## config.mk

```make
export PLATFORM = sky130hd
export DESIGN_NAME = cap_cmp_timer
export DESIGN_NICKNAME = d
export VERILOG_FILES = /design/src/rtl/tmr_pkg.sv /design/src/rtl/tmr_timebase.sv /design/src/rtl/tmr_cap_chan.sv /design/src/rtl/tmr_cmp_chan.sv /design/src/rtl/cap_cmp_timer.sv
export SDC_FILE = /design/constraint.sdc
export NUM_CORES = 1
export LEC_CHECK = 0
export BUFFER_PORTS_ARGS = -buffer_cell sky130_fd_sc_hd__clkbuf_2
export CORE_UTILIZATION = 39
export DETAILED_ROUTE_END_ITERATION = 12
export REMOVE_ABC_BUFFERS = 1
export SYNTH_ARGS = -nofsm -noshare
export SYNTH_HDL_FRONTEND = slang
export SYNTH_SLANG_ARGS = --single-unit
```

## constraint.sdc

```tcl
create_clock -name clk -period 3.39 [get_ports clk]
set_input_delay 0.678 -clock clk [delete_from_list [all_inputs] [get_ports clk]]
set_output_delay 0.678 -clock clk [all_outputs]
set_load 0.05 [all_outputs]
```

## src/rtl/tmr_pkg.sv

```systemverilog
package tmr_pkg;

  typedef enum logic [1:0] {
    EDGE_OFF  = 2'd0,
    EDGE_RISE = 2'd1,
    EDGE_FALL = 2'd2,
    EDGE_ANY  = 2'd3
  } edge_sel_e;

  typedef enum logic [1:0] {
    ACT_NONE   = 2'd0,
    ACT_TOGGLE = 2'd1,
    ACT_LOW    = 2'd2,
    ACT_HIGH   = 2'd3
  } cmp_act_e;

  localparam int A_COUNT = 0;
  localparam int A_CTRL  = 1;
  localparam int A_EDGE  = 2;
  localparam int A_ACT   = 3;
  localparam int A_FLAG  = 4;
  localparam int A_MASK  = 5;
  localparam int A_CMP0  = 16;

endpackage

```

## src/rtl/tmr_timebase.sv

```systemverilog
module tmr_timebase #(
  parameter int CNT_W = 16,
  parameter int PRE_W = 4
) (
  input  logic             clk,
  input  logic             rst,
  input  logic [1:0]       div_sel,
  output logic [CNT_W-1:0] cnt,
  output logic [CNT_W-1:0] cnt_nxt,
  output logic             tick,
  output logic             wrap
);
  logic [PRE_W-1:0] pre_q;
  logic [PRE_W-1:0] pre_msk;

  always_comb begin
    case (div_sel)
      2'd0:    pre_msk = '0;
      2'd1:    pre_msk = PRE_W'(3);
      2'd2:    pre_msk = PRE_W'(7);
      default: pre_msk = PRE_W'(15);
    endcase
  end

  assign tick    = (pre_q & pre_msk) == pre_msk;
  assign cnt_nxt = cnt + 1'b1;
  assign wrap    = tick && (&cnt);

  always_ff @(posedge clk) begin
    if (rst) begin
      pre_q <= '0;
      cnt   <= '0;
    end else begin
      pre_q <= pre_q + 1'b1;
      if (tick) cnt <= cnt_nxt;
    end
  end
endmodule

```

## src/rtl/tmr_cap_chan.sv

```systemverilog
module tmr_cap_chan
  import tmr_pkg::*;
#(
  parameter int CNT_W = 16
) (
  input  logic             clk,
  input  logic             rst,
  input  logic             en,
  input  logic             pin,
  input  logic [1:0]       edge_cfg,
  input  logic [CNT_W-1:0] cnt,
  input  logic             ld,
  input  logic [CNT_W-1:0] ld_val,
  output logic             hit,
  output logic [CNT_W-1:0] val
);
  logic s1, s2, s3;
  logic rise, fall;

  assign rise = s2 & ~s3;
  assign fall = ~s2 & s3;

  always_comb begin
    case (edge_sel_e'(edge_cfg))
      EDGE_RISE: hit = en && rise;
      EDGE_FALL: hit = en && fall;
      EDGE_ANY:  hit = en && (rise || fall);
      default:   hit = 1'b0;
    endcase
  end

  always_ff @(posedge clk) begin
    if (rst) begin
      s1  <= 1'b0;
      s2  <= 1'b0;
      s3  <= 1'b0;
      val <= '0;
    end else begin
      s1 <= pin;
      s2 <= s1;
      s3 <= s2;
      if (hit)     val <= cnt;
      else if (ld) val <= ld_val;
    end
  end
endmodule

```

## src/rtl/tmr_cmp_chan.sv

```systemverilog
module tmr_cmp_chan
  import tmr_pkg::*;
#(
  parameter int CNT_W = 16
) (
  input  logic             clk,
  input  logic             rst,
  input  logic             en,
  input  logic             tick,
  input  logic [CNT_W-1:0] cnt_nxt,
  input  logic [CNT_W-1:0] ref_val,
  input  logic [1:0]       act,
  output logic             hit,
  output logic             pin_q
);
  assign hit = en && tick && (cnt_nxt == ref_val);

  always_ff @(posedge clk) begin
    if (rst) begin
      pin_q <= 1'b0;
    end else if (hit) begin
      case (cmp_act_e'(act))
        ACT_TOGGLE: pin_q <= ~pin_q;
        ACT_LOW:    pin_q <= 1'b0;
        ACT_HIGH:   pin_q <= 1'b1;
        default:    pin_q <= pin_q;
      endcase
    end
  end
endmodule

```

## src/rtl/cap_cmp_timer.sv

```systemverilog
module cap_cmp_timer
  import tmr_pkg::*;
#(
  parameter int CNT_W  = 16,
  parameter int N_CMP  = 4,
  parameter int N_CAP  = 3,
  parameter int ADDR_W = 5
) (
  input  logic                         clk,
  input  logic                         rst,
  input  logic                         bus_wr,
  input  logic                         bus_rd,
  input  logic [ADDR_W-1:0]            bus_addr,
  input  logic [CNT_W-1:0]             bus_wdata,
  output logic [CNT_W-1:0]             bus_rdata,
  output logic                         bus_rvalid,
  input  logic [N_CAP-1:0]             cap_pin,
  input  logic                         shared_pin_in,
  output logic [N_CMP-1:0]             cmp_pin,
  output logic                         shared_pin_out,
  output logic [N_CMP+N_CAP+1:0]       irq
);
  localparam int NSRC   = N_CMP + N_CAP + 2;
  localparam int EDGE_W = 2 * (N_CAP + 1);
  localparam int ACT_W  = 2 * (N_CMP + 1);
  localparam int A_SHR  = A_CMP0 + N_CMP;
  localparam int A_CAP0 = A_SHR + 1;

  logic [2:0]        ctrl_q;
  logic [EDGE_W-1:0] edge_q;
  logic [ACT_W-1:0]  act_q;
  logic [NSRC-1:0]   flag_q;
  logic [NSRC-1:0]   mask_q;
  logic [CNT_W-1:0]  cmp_q [N_CMP];
  logic [CNT_W-1:0]  cap_val [N_CAP];
  logic [CNT_W-1:0]  shr_val;

  logic [1:0]        div_sel;
  logic              shr_cap;
  logic [CNT_W-1:0]  cnt, cnt_nxt;
  logic              tick, wrap;
  logic [N_CMP-1:0]  cmp_hit;
  logic [N_CAP-1:0]  cap_hit;
  logic              shr_cmp_hit, shr_cap_hit, shr_wr;
  logic [NSRC-1:0]   set_v, clr_v;
  logic [CNT_W-1:0]  rd_mux;

  assign div_sel = ctrl_q[1:0];
  assign shr_cap = ctrl_q[2];

  tmr_timebase #(.CNT_W(CNT_W)) u_tb (
    .clk(clk), .rst(rst), .div_sel(div_sel),
    .cnt(cnt), .cnt_nxt(cnt_nxt), .tick(tick), .wrap(wrap)
  );

  for (genvar k = 0; k < N_CMP; k++) begin : g_cmp
    tmr_cmp_chan #(.CNT_W(CNT_W)) u_cmp (
      .clk(clk), .rst(rst), .en(1'b1), .tick(tick), .cnt_nxt(cnt_nxt),
      .ref_val(cmp_q[k]), .act(act_q[2*k +: 2]),
      .hit(cmp_hit[k]), .pin_q(cmp_pin[k])
    );
  end

  for (genvar c = 0; c < N_CAP; c++) begin : g_cap
    tmr_cap_chan #(.CNT_W(CNT_W)) u_cap (
      .clk(clk), .rst(rst), .en(1'b1), .pin(cap_pin[c]),
      .edge_cfg(edge_q[2*c +: 2]), .cnt(cnt),
      .ld(1'b0), .ld_val('0), .hit(cap_hit[c]), .val(cap_val[c])
    );
  end

  assign shr_wr = bus_wr && (bus_addr == ADDR_W'(A_SHR)) && !shr_cap;

  tmr_cmp_chan #(.CNT_W(CNT_W)) u_shr_cmp (
    .clk(clk), .rst(rst), .en(!shr_cap), .tick(tick), .cnt_nxt(cnt_nxt),
    .ref_val(shr_val), .act(act_q[2*N_CMP +: 2]),
    .hit(shr_cmp_hit), .pin_q(shared_pin_out)
  );

  tmr_cap_chan #(.CNT_W(CNT_W)) u_shr_cap (
    .clk(clk), .rst(rst), .en(shr_cap), .pin(shared_pin_in),
    .edge_cfg(edge_q[2*N_CAP +: 2]), .cnt(cnt),
    .ld(shr_wr), .ld_val(bus_wdata), .hit(shr_cap_hit), .val(shr_val)
  );

  assign set_v = {wrap, cap_hit, shr_cmp_hit | shr_cap_hit, cmp_hit};
  assign clr_v = (bus_wr && bus_addr == ADDR_W'(A_FLAG)) ? bus_wdata[NSRC-1:0] : '0;

  always_ff @(posedge clk) begin
    if (rst) begin
      ctrl_q <= '0;
      edge_q <= '0;
      act_q  <= '0;
      flag_q <= '0;
      mask_q <= '0;
      for (int k = 0; k < N_CMP; k++) cmp_q[k] <= '0;
    end else begin
      flag_q <= (flag_q & ~clr_v) | set_v;
      if (bus_wr) begin
        if (bus_addr == ADDR_W'(A_CTRL)) ctrl_q <= bus_wdata[2:0];
        if (bus_addr == ADDR_W'(A_EDGE)) edge_q <= bus_wdata[EDGE_W-1:0];
        if (bus_addr == ADDR_W'(A_ACT))  act_q  <= bus_wdata[ACT_W-1:0];
        if (bus_addr == ADDR_W'(A_MASK)) mask_q <= bus_wdata[NSRC-1:0];
        for (int k = 0; k < N_CMP; k++)
          if (bus_addr == ADDR_W'(A_CMP0 + k)) cmp_q[k] <= bus_wdata;
      end
    end
  end

  always_comb begin
    rd_mux = '0;
    if (bus_addr == ADDR_W'(A_COUNT)) rd_mux = cnt;
    if (bus_addr == ADDR_W'(A_CTRL))  rd_mux = CNT_W'(ctrl_q);
    if (bus_addr == ADDR_W'(A_EDGE))  rd_mux = CNT_W'(edge_q);
    if (bus_addr == ADDR_W'(A_ACT))   rd_mux = CNT_W'(act_q);
    if (bus_addr == ADDR_W'(A_FLAG))  rd_mux = CNT_W'(flag_q);
    if (bus_addr == ADDR_W'(A_MASK))  rd_mux = CNT_W'(mask_q);
    if (bus_addr == ADDR_W'(A_SHR))   rd_mux = shr_val;
    for (int k = 0; k < N_CMP; k++)
      if (bus_addr == ADDR_W'(A_CMP0 + k)) rd_mux = cmp_q[k];
    for (int c = 0; c < N_CAP; c++)
      if (bus_addr == ADDR_W'(A_CAP0 + c)) rd_mux = cap_val[c];
  end

  always_ff @(posedge clk) begin
    if (rst) begin
      bus_rdata  <= '0;
      bus_rvalid <= 1'b0;
    end else begin
      bus_rvalid <= bus_rd;
      if (bus_rd) bus_rdata <= rd_mux;
    end
  end

  assign irq = flag_q & mask_q;
endmodule

```

Word level (Yosys, flattened, before mapping)
Memories as Yosys holds them, arrays and structs flattened.
Index checks and enable logic that the tools add are counted.
{ "totals": {"out_inout_bits": 31, "mem_bits_rw": 64, "regBits": 157, "word_cells": 197, "input_bits": 29, "n_memories": 1} }
{ "classes": {"bitwise": 31, "muxes": 49, "reduce_logical": 36, "n_eq_ne": 48, "add_sub_neg": 2} }
{ "memory_table": {"columns": ["memory", "depth", "width", "rd", "rd_clocked_by_memory_dff", "wr", "line", "text"], "rows": [
  ["cmp_q", 4, 16, 4, 0, 4, "cap_cmp_timer.sv:34", "logic [CNT_W-1:0] cmp_q [N_CMP];"]
]} }
{ "ops": {"columns": ["cell", "n"], "rows": [
  ["16-bit 2-to-1 mux", 20],
  ["16-bit equality test", 5],
  ["5-bit equality test (second input constant)", 8],
  ["2-bit equality test (second input constant)", 19],
  ["1-bit case mux with 3 select lines", 9],
  ["2-bit by 1-bit equality test with 1-bit output (second input constant)", 10],
  ["9-bit bitwise AND", 2],
  ["1-bit 2-to-1 mux", 18],
  ["2-bit AND reduction", 9],
  ["16-bit by 1-bit adder with 16-bit output (second input constant)", 1],
  ["16-bit AND reduction", 1],
  ["3-bit nonzero test", 5],
  ["1-bit logical AND", 13],
  ["1-bit NOT", 13],
  ["4-bit case mux with 3 select lines", 1],
  ["5-bit by 2-bit equality test with 1-bit output (second input constant)", 2],
  ["5-bit by 3-bit equality test with 1-bit output (second input constant)", 2],
  ["9-bit 2-to-1 mux", 1],
  ["9-bit NOT", 1],
  ["9-bit bitwise OR", 1],
  ["1-bit bitwise AND", 8],
  ["5-bit by 1-bit equality test with 1-bit output (second input constant)", 1],
  ["5-bit zero test", 1],
  ["1-bit bitwise OR", 5],
  ["other kinds (7)", 10]
]} }

Logic depth before layout (Yosys ltp)
Gate-level depths: netlist of run 1.
{ "logic_depth": {"ltp_word": 15, "ltp_mapped": 11, "depth_no_buf": 9} }

Cells and area by module
Synthesis of run 1 repeated with hierarchy kept, for this count alone.
{ "hier_totals": {"hier_cells": 1342, "hier_area_um2": 12956.2} }
{ "by_module_without_submodules": {"columns": ["mod", "seq_area_each_um2", "cells_each", "n_inst", "area_each_um2"], "rows": [
  ["cap_cmp_timer", 3042.9, 629, 1, 6292.3],
  ["tmr_cap_chan", 380.4, 102, 4, 1058.5],
  ["tmr_cmp_chan", 20.0, 32, 5, 247.7],
  ["tmr_timebase", 400.4, 145, 1, 1191.1]
]} }

Worst setup path before layout of run 1
Ideal clock, no wire load.
{ "synth_path": {"kind": "in2reg", "startpoint": "input bus_addr[3]", "endpoint": "memory cmp_q[2][0] (enable)", "setup_time_ns": 0.367, "path_stages": 6, "required_ns": 3.023, "path_buffers": 3, "setup_slack_ns": 0.576, "arrival_ns": 2.447, "path_cell_list": "clkbuf_1 > nor3b_1 > and3_1 > clkbuf_1 > clkbuf_1 > a21o_1"} }
{ "synth_rtl": {"columns": ["item", "line", "text"], "rows": [
  ["start, declared", "cap_cmp_timer.sv:13", "input logic [ADDR_W-1:0] bus_addr,"],
  ["end, declared", "cap_cmp_timer.sv:34", null]
]} }

Final worst setup path of run 1
{ "layout_path": {"startpoint": "register u_tb.cnt[0]", "endpoint": "register g_cmp[2].u_cmp.pin_q"} }
{ "layout_via": {"elab_chain_cells": 4} }
{ "layout_lines": {"columns": ["item", "line", "text"], "rows": [
  ["start, declared", "tmr_timebase.sv:8", "output logic [CNT_W-1:0] cnt,"],
  ["start signal, assigned", "tmr_timebase.sv:35", "if (tick) cnt <= cnt_nxt;"],
  ["16-bit by 1-bit adder with 16-bit output", "tmr_timebase.sv:26", "assign cnt_nxt = cnt + 1'b1;"],
  ["16-bit equality test", "tmr_cmp_chan.sv:16", "assign hit = en && tick && (cnt_nxt == ref_val);"],
  ["1-bit logical AND", "tmr_cmp_chan.sv:16", null],
  ["2-bit AND reduction (no source line)", null, null],
  ["end signal, assigned", "tmr_cmp_chan.sv:23", "ACT_TOGGLE: pin_q <= ~pin_q;"],
  ["end signal, assigned", "tmr_cmp_chan.sv:26", "default: pin_q <= pin_q;"],
  ["end, declared", "tmr_cmp_chan.sv:14", "output logic pin_q"]
]} }
No other way between the ends.
A chain may end at the register's enable or synchronous reset.

==> results of run 1 <==
## worst max-delay path, stage by stage, from the launching register on
cell and delay (ps):
dfxtp_1 330, ha_1 200, nand4_2 390, nor3_4 330
xnor3_1 300, nor4_1 320, buf_4 180, nand4_1 110
buf_4 190, or4b_1 460, a31oi_1 160
## cells in the mapped netlist (all sizes together) (5+ instances only)
cell type    n  share of area (%)
or3          8               0.41
clkbuf      73                2.3
and4         5               0.36
and2        76                3.9
dfxtp      157                 26
a221oi      14                1.0
nor3b        6               0.37
ha          10                1.0
mux2i      103                8.5
and3        13               0.67
or4          6               0.40
xor2        29                2.1
a211o        6               0.43
o22ai       13               0.67
o211ai      11               0.68
nor2       184                5.7
a311oi       7               0.50
a22oi       13               0.80
inv         28               0.86
edfxtp      64                 16
a21oi       42                1.8
nor3        18               0.83
nand2b      12               0.62
xnor3       23                4.2
buf         32                1.4
a211oi      21                1.3
nor2b       24                1.2
o21ai       33                1.4
o31ai        6               0.37
a31oi        8               0.41
nand3       32                1.4
a222oi       9               0.74
nand4       17               0.97
a21o         5               0.31
nor4        15                1.2
xnor2       43                3.1
nand2       79                2.5
## layer usage
| metal | GRT usage (%) | up-vias |
|---|---|---|
| li1 | - | 4770 |
| met1 | 36.6 | 4934 |
| met2 | 39.7 | 422 |
| met3 | 3.84 | 72 |
| met4 | 8.12 | 0 |
| met5 | 0 | - |
## metrics by stage
| step | total power, mW | hold slack, ps | utilization [%] |
|---|---|---|---|
| after CTS | 6.34 | 343 | 45.7 |
| final | 6.30 | 352 | 45.7 |
| after detailed placement | 3.47 | 428 | 42.9 |
| after global routing | 6.50 | 356 | 45.7 |
| after global placement | 3.47 | 420 | 42.9 |
| after floorplan | 3.20 | 414 | - |
## how the worst min path moves through the flow
stage | startpoint | to | slack (ps) | cells past startpoint
5_1_grt | cap_pin[2] | g_cap[2].u_cap.s1$_SDFF_PP0_ | 360 | 2
3_5_place_dp | g_cap[1].u_cap.s1$_SDFF_PP0_ | g_cap[1].u_cap.s2$_SDFF_PP0_ | 430 | 1
4_1_cts | cap_pin[0] | g_cap[0].u_cap.s1$_SDFF_PP0_ | 340 | 2
2_1_floorplan | g_cap[0].u_cap.s1$_SDFF_PP0_ | g_cap[0].u_cap.s2$_SDFF_PP0_ | 410 | 1
3_3_place_gp | g_cap[1].u_cap.s1$_SDFF_PP0_ | g_cap[1].u_cap.s2$_SDFF_PP0_ | 420 | 1
6_report | cap_pin[0] | g_cap[0].u_cap.s1$_SDFF_PP0_ | 350 | 2
## flip-flops by register name (all words and copies together), names as in the netlist
signal / flops
flag_q: 9
edge_q: 8
bus_rdata: 16
ctrl_q: 3
mask_q: 9
bus_rvalid: 1
act_q: 10
u_shr_cmp.pin_q: 1
u_shr_cap.s1: 1
g_cmp.u_cmp.pin_q: 4
cmp_q: 64
g_cap.u_cap.s1: 3
u_shr_cap.s3: 1
g_cap.u_cap.val: 48
g_cap.u_cap.s2: 3
u_tb.pre_q: 4
u_shr_cap.s2: 1
u_tb.cnt: 16
g_cap.u_cap.s3: 3
u_shr_cap.val: 16
## logic make-up (layout without fill, tap and decap cells)
group / count (synthesis) / count (layout) / share of synthesized area, %
xor gates and xnor gates: 97 / 97 / 9.81
muxes: 105 / 105 / 8.64
AOI/OAI and AO/OA: 224 / 224 / 13.2
adders and majority gates: 10 / 10 / 1.03
buffers and inverters: 133 / 212 / 4.53
DFF: 221 / 221 / 41.5
and+or+nand+nor: 507 / 507 / 21.2
## power breakdown
part / switching (mW) / total (mW) / internal, mW
logic: 0.365 / 0.568 / 0.203
registers: 0.0625 / 2.85 / 2.79
clock network: 1.16 / 2.88 / 1.72
total: 1.59 / 6.30 / 4.71
## cell type report
cell class,count,area (sq um),share of cell area (%)
multi-input combinational,943,6590,47.0
tap,396,495,3.53
clock buffer,38,767,5.47
inverter,28,105,0.749
clock inverter,9,105,0.749
timing repair buffer,137,900,6.41
sequential,221,5060,36.1
==> summary.txt, run 1 <==
Routing
  – Starting DRC count in detailed routing: around 1100
  – DR vias/cell: between 5 and 6
  – Wire per inst: approximately 23 um
  – M1 WL: around 18 mm
  – Met2 wire len: between 15 and 20 mm
  – Total number of vias: 10198
  – Top Metal Used: met4
  – First drt pass iteration count: 7
  – WL final: approximately 40 mm
  – ANT nets after route: 0
  – Routed wl met3: slightly below 3 mm
  – Post-route DRC violation count: 0

Finish
  – Design area: 14000 sq um
  – Final nets: between 1000 and 1500
  – Most frequent cells in the layout: 184 x nor2_1, 157 x dfxtp_1, 103 x mux2i_1
  – N_diodes: 0
  – Fin cells: 1772
  – Most common cell after layout, fill and taps aside: nor2_1
  – Layout overhead on the synthesized area: 15.0%
  – Fillers: slightly below 3000
  – Layout cells sized above 1: approximately 15%

Worst setup path
  – R2R Setup Slk: between 300 and 400 ps
  – RR Endpoint: g_cmp[2].u_cmp.pin_q$_SDFFE_PP0P_
  – WP data required: 3850 ps
  – Reg2reg start: u_tb.cnt[0]$_SDFFE_PP0P_
  – Critical Path Start Type: flop
  – WS Path Type: reg -> reg
  – Worst r2r path cells: 10
  – CP endpoint: g_cmp[2].u_cmp.pin_q$_SDFFE_PP0P_
  – Crit Path Max Fanout: 10
  – CP startpoint: u_tb.cnt[0]$_SDFFE_PP0P_
  – Worst setup EP type: flop
  – Worst Path Arrival: ~3500 ps

Clock network
  – Clock Sinks: 221
  – Worst-path clk slew: about 60 ps
  – Clock Latency Late Sink: between 500 and 600 ps
  – TritonCTS clock tree: done
  – Post-CTS resize count: 0
  – H-tree depth: 1
  – Hold Buf Count CTS: 0
  – CTS Buf Count: 26
  – Post-CTS setup buffer count: 0
  – CTS max path bufs: 3
  – Root buffer cell: clkbuf_16

Synth
  – Library cells used by synthesis: 83
  – Synthesized area per cell: 9.40 sq um
  – EDFF count, synth: 64
  – Syn Inst Count: about 1300
  – Async set-reset flop share out of synthesis: 0%
  – Yosys warns: 0
  – Cell area after synthesis: around 12000 sq um
  – Seq/Total Area, Yosys: about two fifths
  – Seq cells post-synth: 221
  – Top FF cell, synth: dfxtp_1

Die
  – Core area: ~31000 sq um
  – # IOs: 60
  – Total die area: about 32000 sq um
  – Initial Util: 39.8%
  – Die Span Y: 179 um
  – Die Width: between 150 and 200 um
  – FP Rows: 64

Worst hold path
  – Hold Path Class: in -> reg

Global route
  – Total gr overflow: 0
  – GRT Overall Usage: 25.7%
  – First-pass GRT wire length: between 60 and 70 mm
  – Initial antenna violation count: 0
  – Largest net degree at the start of global routing: 71
  – Vias in the first global route: roughly 9600

STA
  – Post-Route Skew: around 16 ps
  – Slew @ Worst Pin: 929 ps
  – Setup TNS: 0 ps
  – Final setup viols: 0
  – Crit share post-route: approximately nine tenths
  – Max-slew violation count: 0
  – Post-layout min period: between 3000 and 4000 ps
  – Slew margin rel.: a little under two fifths
  – Final hold vios: 0
  – Fmax: 0.327 GHz
  – RSZ-0062 raised after global routing: false
  – Fin worst setup slack: about 330 ps

Flow run
  – Max-Cap Viols: 0

Power and ir drop
  – Worst vdd ir: ~0.43 mV
  – Pleak: around 5.5 nW
  – Pwr Density: between 400 and 500 nW/um^2

Outcome
  – Status: finished, final reports clean

Placement
  – GP Congestion: between 0.9 and 1
  – # port buffers: slightly below 60
  – DP Wirelength: 28.8 mm
  – Dpl cells: around 1700
  – Placement Cell Area: approximately 13000 sq um
  – Place WS: between 200 and 300 ps
(Power assumes the default switching activity.)
==> inputs of run 2 (changes only) <==
--- a/config.mk
+++ b/config.mk
@@ -8,7 +8,6 @@
 export BUFFER_PORTS_ARGS = -buffer_cell sky130_fd_sc_hd__clkbuf_2
 export CORE_UTILIZATION = 39
 export DETAILED_ROUTE_END_ITERATION = 12
-export REMOVE_ABC_BUFFERS = 1
 export SYNTH_ARGS = -nofsm -noshare
 export SYNTH_HDL_FRONTEND = slang
 export SYNTH_SLANG_ARGS = --single-unit
==> summary.txt, run 2 (synthesized netlist as in run 1, its figures left out) <==
Finish
  – Fillers: 2935 (+0.34%)
  – Largest registers: cmp_q x64, g_cap.u_cap.val x48
  – Multi-input combinational cell area: 6600 sq um (+0.11%)
  – Final nets: 1390 (-0.43%)
  – Fin util: 45.6% (-0.16 points)
  – Fin cells: 1766 (-0.34%)
  – N_diodes: 0 (unchanged)
  – Design area: 14000 sq um (-0.35%)
  – Most common cell after layout, fill and taps aside: nor2_1
  – Max FFs per register: 64 (unchanged)
  – Register area: 5060 sq um (unchanged)
  – Top reg by flops: cmp_q
  – Layout overhead on the synthesized area: 14.6%
  – Most frequent cells in the layout: 184 x nor2_1, 157 x dfxtp_1, 103 x mux2i_1
  – Layout cells sized above 1: 14.5% (-0.45 points)

Power and ir drop
  – Worst vdd ir: 0.326 mV (-25%)
  – Pwr Density: 446 nW/um^2 (-0.61%)
  – Pleak: 5.50 nW (-0.75%)

STA
  – Slew margin rel.: 30.4% (-7.6 points)
  – Crit share post-route: 88.9% (-1.4 points)
  – Post-Route Skew: 24.0 ps (+8.30 ps)
  – Final setup viols: 0 (unchanged)
  – RSZ-0062 raised after global routing: false
  – Post-layout min period: 3020 ps (-46.3 ps)
  – Setup TNS: 0 ps (unchanged)
  – Fmax: 0.332 GHz (+1.5%)
  – Slew @ Worst Pin: 1040 ps (+111 ps)
  – Final hold vios: 0 (unchanged)
  – Max-slew violation count: 0 (unchanged)

Placement
  – Placement Cell Area: 13100 sq um (-0.16%)
  – DP Wirelength: 30.8 mm (+7.1%)
  – GP Congestion: 0.987 (+5.0%)
  – Dpl cells: 1720 (-0.29%)
  – # port buffers: 59 (unchanged)

Clock network
  – Hold Buf Count CTS: 0 (unchanged)
  – CTS Buf Count: 25 (-3.8%)
  – Worst-path clk slew: 60 ps (about the same)
  – Clock Latency Late Sink: 540 ps (about the same)
  – Post-CTS setup buffer count: 0 (unchanged)
  – CTS max path bufs: 3 (unchanged)
  – Post-CTS resize count: 0 (unchanged)
  – H-tree depth: 1 (unchanged)
  – Clock Sinks: 221 (unchanged)
  – TritonCTS clock tree: done
  – Root buffer cell: clkbuf_16

Worst setup path
  – Worst Path Arrival: 3470 ps (-50 ps)
  – Critical Path, Cell by Cell: buf_4, nand2_2, buf_4, nor4_4, a21oi_2, a2111oi_2, nand4_1, or4b_1, a31oi_1
  – CP peak stage delay: 600 ps (+140 ps)
  – Slowest cell on the critical path: or4b_1
  – Most used cell, CP: buf_4
  – Critical Path Start Type: flop
  – Worst setup EP type: flop
  – Crit Path Max Fanout: 16 (+6)
  – Delay-heaviest family, CP: simple AND/OR/NAND/NOR gates
  – WP data required: 3850 ps (about the same)
  – WS Path Type: reg -> reg
  – CP bufs+invs: 2 (unchanged)

Global route
  – Total gr overflow: 0 (unchanged)
  – Largest net degree at the start of global routing: 118 (+66%)
  – Vias in the first global route: 9589 (-0.14%)
  – Initial antenna violation count: 0 (unchanged)
  – First-pass GRT wire length: 62.0 mm (+1.1%)
  – GRT Overall Usage: 26.1% (+0.39 points)

Die
  – Total die area: 32000 sq um (unchanged)
  – FP Rows: 64 (unchanged)
  – Die Width: 179 um (unchanged)
  – Initial Util: 39.8% (unchanged)
  – Core area: 30700 sq um (unchanged)
  – # IOs: 60 (unchanged)
  – Die Span Y: 179 um (unchanged)

Routing
  – Starting DRC count in detailed routing: 1181 (+9.9%)
  – DR vias/cell: 5.83 (+1.2%)
  – Total number of vias: 10289 (+0.89%)
  – ANT nets after route: 0 (unchanged)
  – First drt pass iteration count: 5 (-2)
  – Post-route DRC violation count: 0 (unchanged)
  – Wire per inst: 23.4 um (+3.0%)
  – WL final: 41.3 mm (+2.6%)

Synth
  – Syn Nets: 1336

Outcome
  – Status: finished, final reports clean

Worst hold path
  – Hold Path Class: in -> reg

Flow run
  – Max-Cap Viols: 0 (unchanged)
## run 2: layer usage
layer / track usage, % / vias up / routed length [um]
met4: 6.29 / 0 / 884
met1: 39.7 / 5086 / 19300
met2: 38.3 / 422 / 17800
met5: 0 / - / 0
met3: 3.65 / 45 / 3310
li1: - / 4736 / -
## run 2: where the power goes
| part | switching (mW) | internal, mW |
|---|---|---|
| logic | 0.356 | 0.200 |
| clock network | 1.14 | 1.67 |
| registers | 0.0812 | 2.79 |
## run 2: area by class of cell
class	instances	area share, %
Clock inverter	15	1.41
Timing Repair Buffer	132	6.23
Sequential cell	221	36.2
Multi-Input combinational cell	943	47.2
Tap cell	396	3.54
Clock buffer	31	4.64
Inverter	28	0.752
## run 2: per-stage QoR
| stage | total power, mW | setup WS, ps | hold slack [ps] |
|---|---|---|---|
| 2_1_floorplan | 3.26 | 576 | 414 |
| 3_3_place_gp | 3.48 | 372 | 416 |
| 3_5_place_dp | 3.48 | 412 | 428 |
| 4_1_cts | 6.27 | 401 | 330 |
| 5_1_grt | 6.43 | 192 | 360 |
| 6_report | 6.24 | 375 | 339 |
## run 2: path summary, 6_finish.rpt
check	from	endpoint	slack (ps)	cells after the start
min	cap_pin[0]	g_cap[0].u_cap.s1$_SDFF_PP0_	340	2
max reg2reg	u_tb.cnt[0]$_SDFFE_PP0P_	g_cmp[0].u_cmp.pin_q$_SDFFE_PP0P_	370	9
min reg2reg	g_cap[2].u_cap.s1$_SDFF_PP0_	g_cap[2].u_cap.s2$_SDFF_PP0_	430	1
max	u_tb.cnt[0]$_SDFFE_PP0P_	g_cmp[0].u_cmp.pin_q$_SDFFE_PP0P_	370	9
## run 2: worst register-to-register path, cell delays in order, from the launching register on
cell       delay (ps)
dfxtp_1           330
buf_4             270
nand2_2           180
buf_4             210
nor4_4            380
a21oi_2            60
a2111oi_2         380
nand4_1           370
or4b_1            610
a31oi_1           160
==> inputs of run 3 (changes only) <==
--- a/config.mk
+++ b/config.mk
@@ -5,8 +5,10 @@
 export SDC_FILE = /design/constraint.sdc
 export NUM_CORES = 1
 export LEC_CHECK = 0
+export ABC_AREA = 1
 export BUFFER_PORTS_ARGS = -buffer_cell sky130_fd_sc_hd__clkbuf_2
 export CORE_UTILIZATION = 39
+export CTS_BUF_LIST = sky130_fd_sc_hd__clkbuf_4 sky130_fd_sc_hd__clkbuf_8
 export DETAILED_ROUTE_END_ITERATION = 12
 export SYNTH_ARGS = -nofsm -noshare
 export SYNTH_HDL_FRONTEND = slang
==> summary.txt, run 3 <==
Global route
  – Largest net degree at the start of global routing: 50 (-58%)
  – Total gr overflow: 0 (unchanged)
  – Vias in the first global route: 10869 (+13%)
  – Initial antenna violation count: 1 (+1)
  – GRT Overall Usage: 26.9% (+0.84 points)
  – First-pass GRT wire length: 63.6 mm (+2.7%)
  – Routing usage on met2: 41.8% (+3.6 points)
  – Layer with the highest usage: met2
  – GR Util met3: 4.77% (+1.1 points)
  – GR Util met1: 36.5% (-3.2 points)

Synth
  – Library cells used by synthesis: 44 (-47%)
  – Yosys top cell area share: 26.3% (+0.55 points)
  – Async set-reset flop share out of synthesis: 0% (unchanged)
  – Commonest cells in the netlist: 402 x nand2_1, 181 x a21oi_1, 178 x nor2_1
  – Cell area after synthesis: 11900 sq um (-2.1%)
  – EDFF count, synth: 64 (unchanged)
  – Synthesized area per cell: 7.16 sq um (-24%)
  – Seq/Total Area, Yosys: 42.4% (+0.89 points)
  – Ranking of synthesized cells by area: dfxtp_1 26%, edfxtp_1 16%, nand2_1 13%
  – Most numerous cell in the Yosys netlist: nand2_1
  – Syn Inst Count: 1668 (+29%)
  – Cell taking the most area after synthesis: dfxtp_1
  – Yosys warns: 0 (unchanged)
  – Seq cells post-synth: 221 (unchanged)
  – Syn Nets: 1707 (+28%)
  – Top FF cell, synth: dfxtp_1

Die
  – Total die area: 31300 sq um (-2.1%)
  – Core area: 29900 sq um (-2.6%)
  – FP Rows: 63 (-1.6%)
  – Die Span Y: 177 um (-1.0%)
  – Initial Util: 40.0% (+0.20 points)
  – Die Width: 177 um (-1.0%)
  – # IOs: 60 (unchanged)

STA
  – Post-Route Skew: 32.4 ps (+8.41 ps)
  – Max-slew violation count: 0 (unchanged)
  – Fmax: 0.345 GHz (+3.9%)
  – Setup TNS: 0 ps (unchanged)
  – Final hold vios: 0 (unchanged)
  – Post-layout min period: 2900 ps (-113 ps)
  – Slew @ Worst Pin: 852 ps (-188 ps)
  – Slew margin rel.: 43.1% (+13 points)
  – Crit share post-route: 85.6% (-3.3 points)
  – RSZ-0062 raised after global routing: false
  – Final setup viols: 0 (unchanged)
  – Fin worst setup slack: 488 ps (+113 ps)
  – Min Hold Slack: 312 ps (-27.1 ps)

Power and ir drop
  – Pleak: 5.76 nW (+4.8%)
  – Design Power: 6.25 mW (+0.20%)
  – Worst vdd ir: 0.228 mV (-30%)
  – Pwr Density: 460 nW/um^2 (+3.0%)
  – Int Power: 4.58 mW (-1.8%)
  – NetSw: 1.67 mW (+6.1%)
  – Sw frac: 26.7% (+1.5 points)
  – Clock power frac: 44.8% (-0.2 points)
  – Logic pwr share: 9.3% (+0.4 points)
  – Flop pwr share: 45.9% (about the same)

Routing
  – ANT nets after route: 0 (unchanged)
  – Post-route DRC violation count: 0 (unchanged)
  – First drt pass iteration count: 6 (+1)
  – Total number of vias: 11642 (+13%)
  – Starting DRC count in detailed routing: 1144 (-3.1%)
  – WL final: 42.0 mm (+1.5%)
  – DR vias/cell: 5.39 (-7.4%)
  – Wire per inst: 19.4 um (-17%)

Placement
  – DP Wirelength: 30.0 mm (-2.7%)
  – GP Congestion: 0.935 (-5.2%)
  – Place WS: 64.1 ps (-348 ps)
  – # port buffers: 59 (unchanged)
  – Dpl cells: 2084 (+21%)

Finish
  – Top reg by flops: cmp_q
  – Most common cell after layout, fill and taps aside: nand2_1
  – Most frequent cells in the layout: 402 x nand2_1, 181 x a21oi_1, 178 x nor2_1
  – Layout cells sized above 1: 13.8% (-0.65 points)
  – Max FFs per register: 64 (unchanged)
  – N_diodes: 0 (unchanged)
  – Largest registers: cmp_q x64, g_cap.u_cap.val x48
  – Layout overhead on the synthesized area: 13.9%
  – Final nets: 1776 (+28%)
  – Fin cells: 2158 (+22%)

Clock network
  – Post-CTS resize count: 0 (unchanged)
  – H-tree depth: 2 (+1)
  – Root buffer cell: clkbuf_8
  – CTS Buf Count: 41 (+64%)
  – Clock Latency Late Sink: 570 ps (+30 ps)
  – Hold Buf Count CTS: 0 (unchanged)
  – TritonCTS clock tree: done
  – Worst-path clk slew: 60 ps (about the same)
  – Post-CTS setup buffer count: 0 (unchanged)
  – Clock Sinks: 221 (unchanged)
  – CTS max path bufs: 3 (unchanged)

Worst setup path
  – Slowest cell on the critical path: clkinv_1
  – Delay-heaviest family, CP: buffers and inverters
  – Worst setup EP type: flop
  – WP data required: 3810 ps (-40 ps)
  – WS Path Type: in -> reg
  – CP bufs+invs: 3 (+1)
  – Critical Path Start Type: input port
  – Crit Path Max Fanout: 19 (+3)
  – Worst Path Arrival: 3320 ps (-150 ps)
  – Critical Path, Cell by Cell: clkbuf_2, inv_1, nor2_1, nand2_1, clkinv_1, a21oi_1, o2111ai_1, nand2_1, a21oi_1
  – CP peak stage delay: 720 ps (+120 ps)

Worst hold path
  – Hold Path Class: in -> reg

Outcome
  – Status: finished, final reports clean

Flow run
  – Max-Cap Viols: 0 (unchanged)
-- run 3: cell count changes in the layout (fill, tap and decap cells not counted), sizes merged, moves of 36 or more --
cell | previous run | this run
nand3 | 32 | 138
a21oi | 42 | 182
o21ai | 33 | 122
inv | 30 | 181
and2 | 76 | 0
mux2i | 103 | 0
nand2 | 79 | 429
xnor2 | 43 | 6
clkbuf | 89 | 125
-- run 3: worst paths after layout --
kind | start | endpoint | slack (ps) | cells past startpoint
max | bus_addr[4] | bus_rdata[11]$_SDFFE_PP0P_ | 490 | 9
min | shared_pin_in | u_shr_cap.s1$_SDFF_PP0_ | 310 | 3
max reg2reg | u_tb.cnt[2]$_SDFFE_PP0P_ | g_cmp[3].u_cmp.pin_q$_SDFFE_PP0P_ | 700 | 14
min reg2reg | g_cap[1].u_cap.s1$_SDFF_PP0_ | g_cap[1].u_cap.s2$_SDFF_PP0_ | 410 | 2
-- run 3: metrics by stage --
step / area [sq um] / util [%]
after global routing: 13600 / 45.5
after floorplan: 11900 / -
final: 13600 / 45.5
after CTS: 13600 / 45.5
after detailed placement: 12700 / 42.5
after global placement: 12700 / 42.5
-- run 3: cells by family (layout without fill, tap and decap cells) --
| family | Yosys count | in the layout | share of synthesized area, % |
|---|---|---|---|
| and+or+nand+nor | 823 | 823 | 30.6 |
| xor gates and xnor gates | 29 | 29 | 2.77 |
| DFF | 221 | 221 | 42.4 |
| AOI/OAI and AO/OA | 325 | 325 | 14.4 |
| adders and majority gates | 10 | 10 | 1.05 |
| buffers and inverters | 260 | 360 | 8.77 |
-- run 3: per-layer routing --
layer / part of all wire [%] / routed length (um) / up-vias
li1: - / - / 5595
met3: 7.4 / 3090 / 101
met4: 3.8 / 1610 / 2
met2: 44 / 18600 / 463
met1: 44 / 18600 / 5481
met5: 0.031 / 13 / -
-- run 3: area by class of cell --
class | instances | area [sq um]
multi-input combinational | 1187 | 5840
inverter | 183 | 687
fill | 3077 | 16300
timing repair buffer | 103 | 628
tap | 390 | 488
clock inverter | 7 | 75.1
sequential | 221 | 5060
clock buffer | 67 | 822
-- run 3: power groups by stage --
| stage | combinational, mW | sequential, mW | clock, mW |
|---|---|---|---|
| after floorplan | 0.360 | 2.92 | 0 |
| after global placement | 0.566 | 2.92 | 0 |
| after detailed placement | 0.568 | 2.93 | 0 |
| after CTS | 0.571 | 2.87 | 2.85 |
| after global routing | 0.630 | 2.88 | 2.96 |
| final | 0.579 | 2.87 | 2.80 |
-- run 3: worst register-to-register path, stage by stage, from the launching register on --
cell and delay (ps):
dfxtp_1 640, nand2_1 220, nor2_4 240, nand3_1 170, nand2_1 160, nand2_1 160, nand2_1 100, nand2_1 60
inv_1 50, nand2_1 50, nor2_1 200, nand3_1 100, nor2_1 240, nand3_1 120, a21oi_1 130
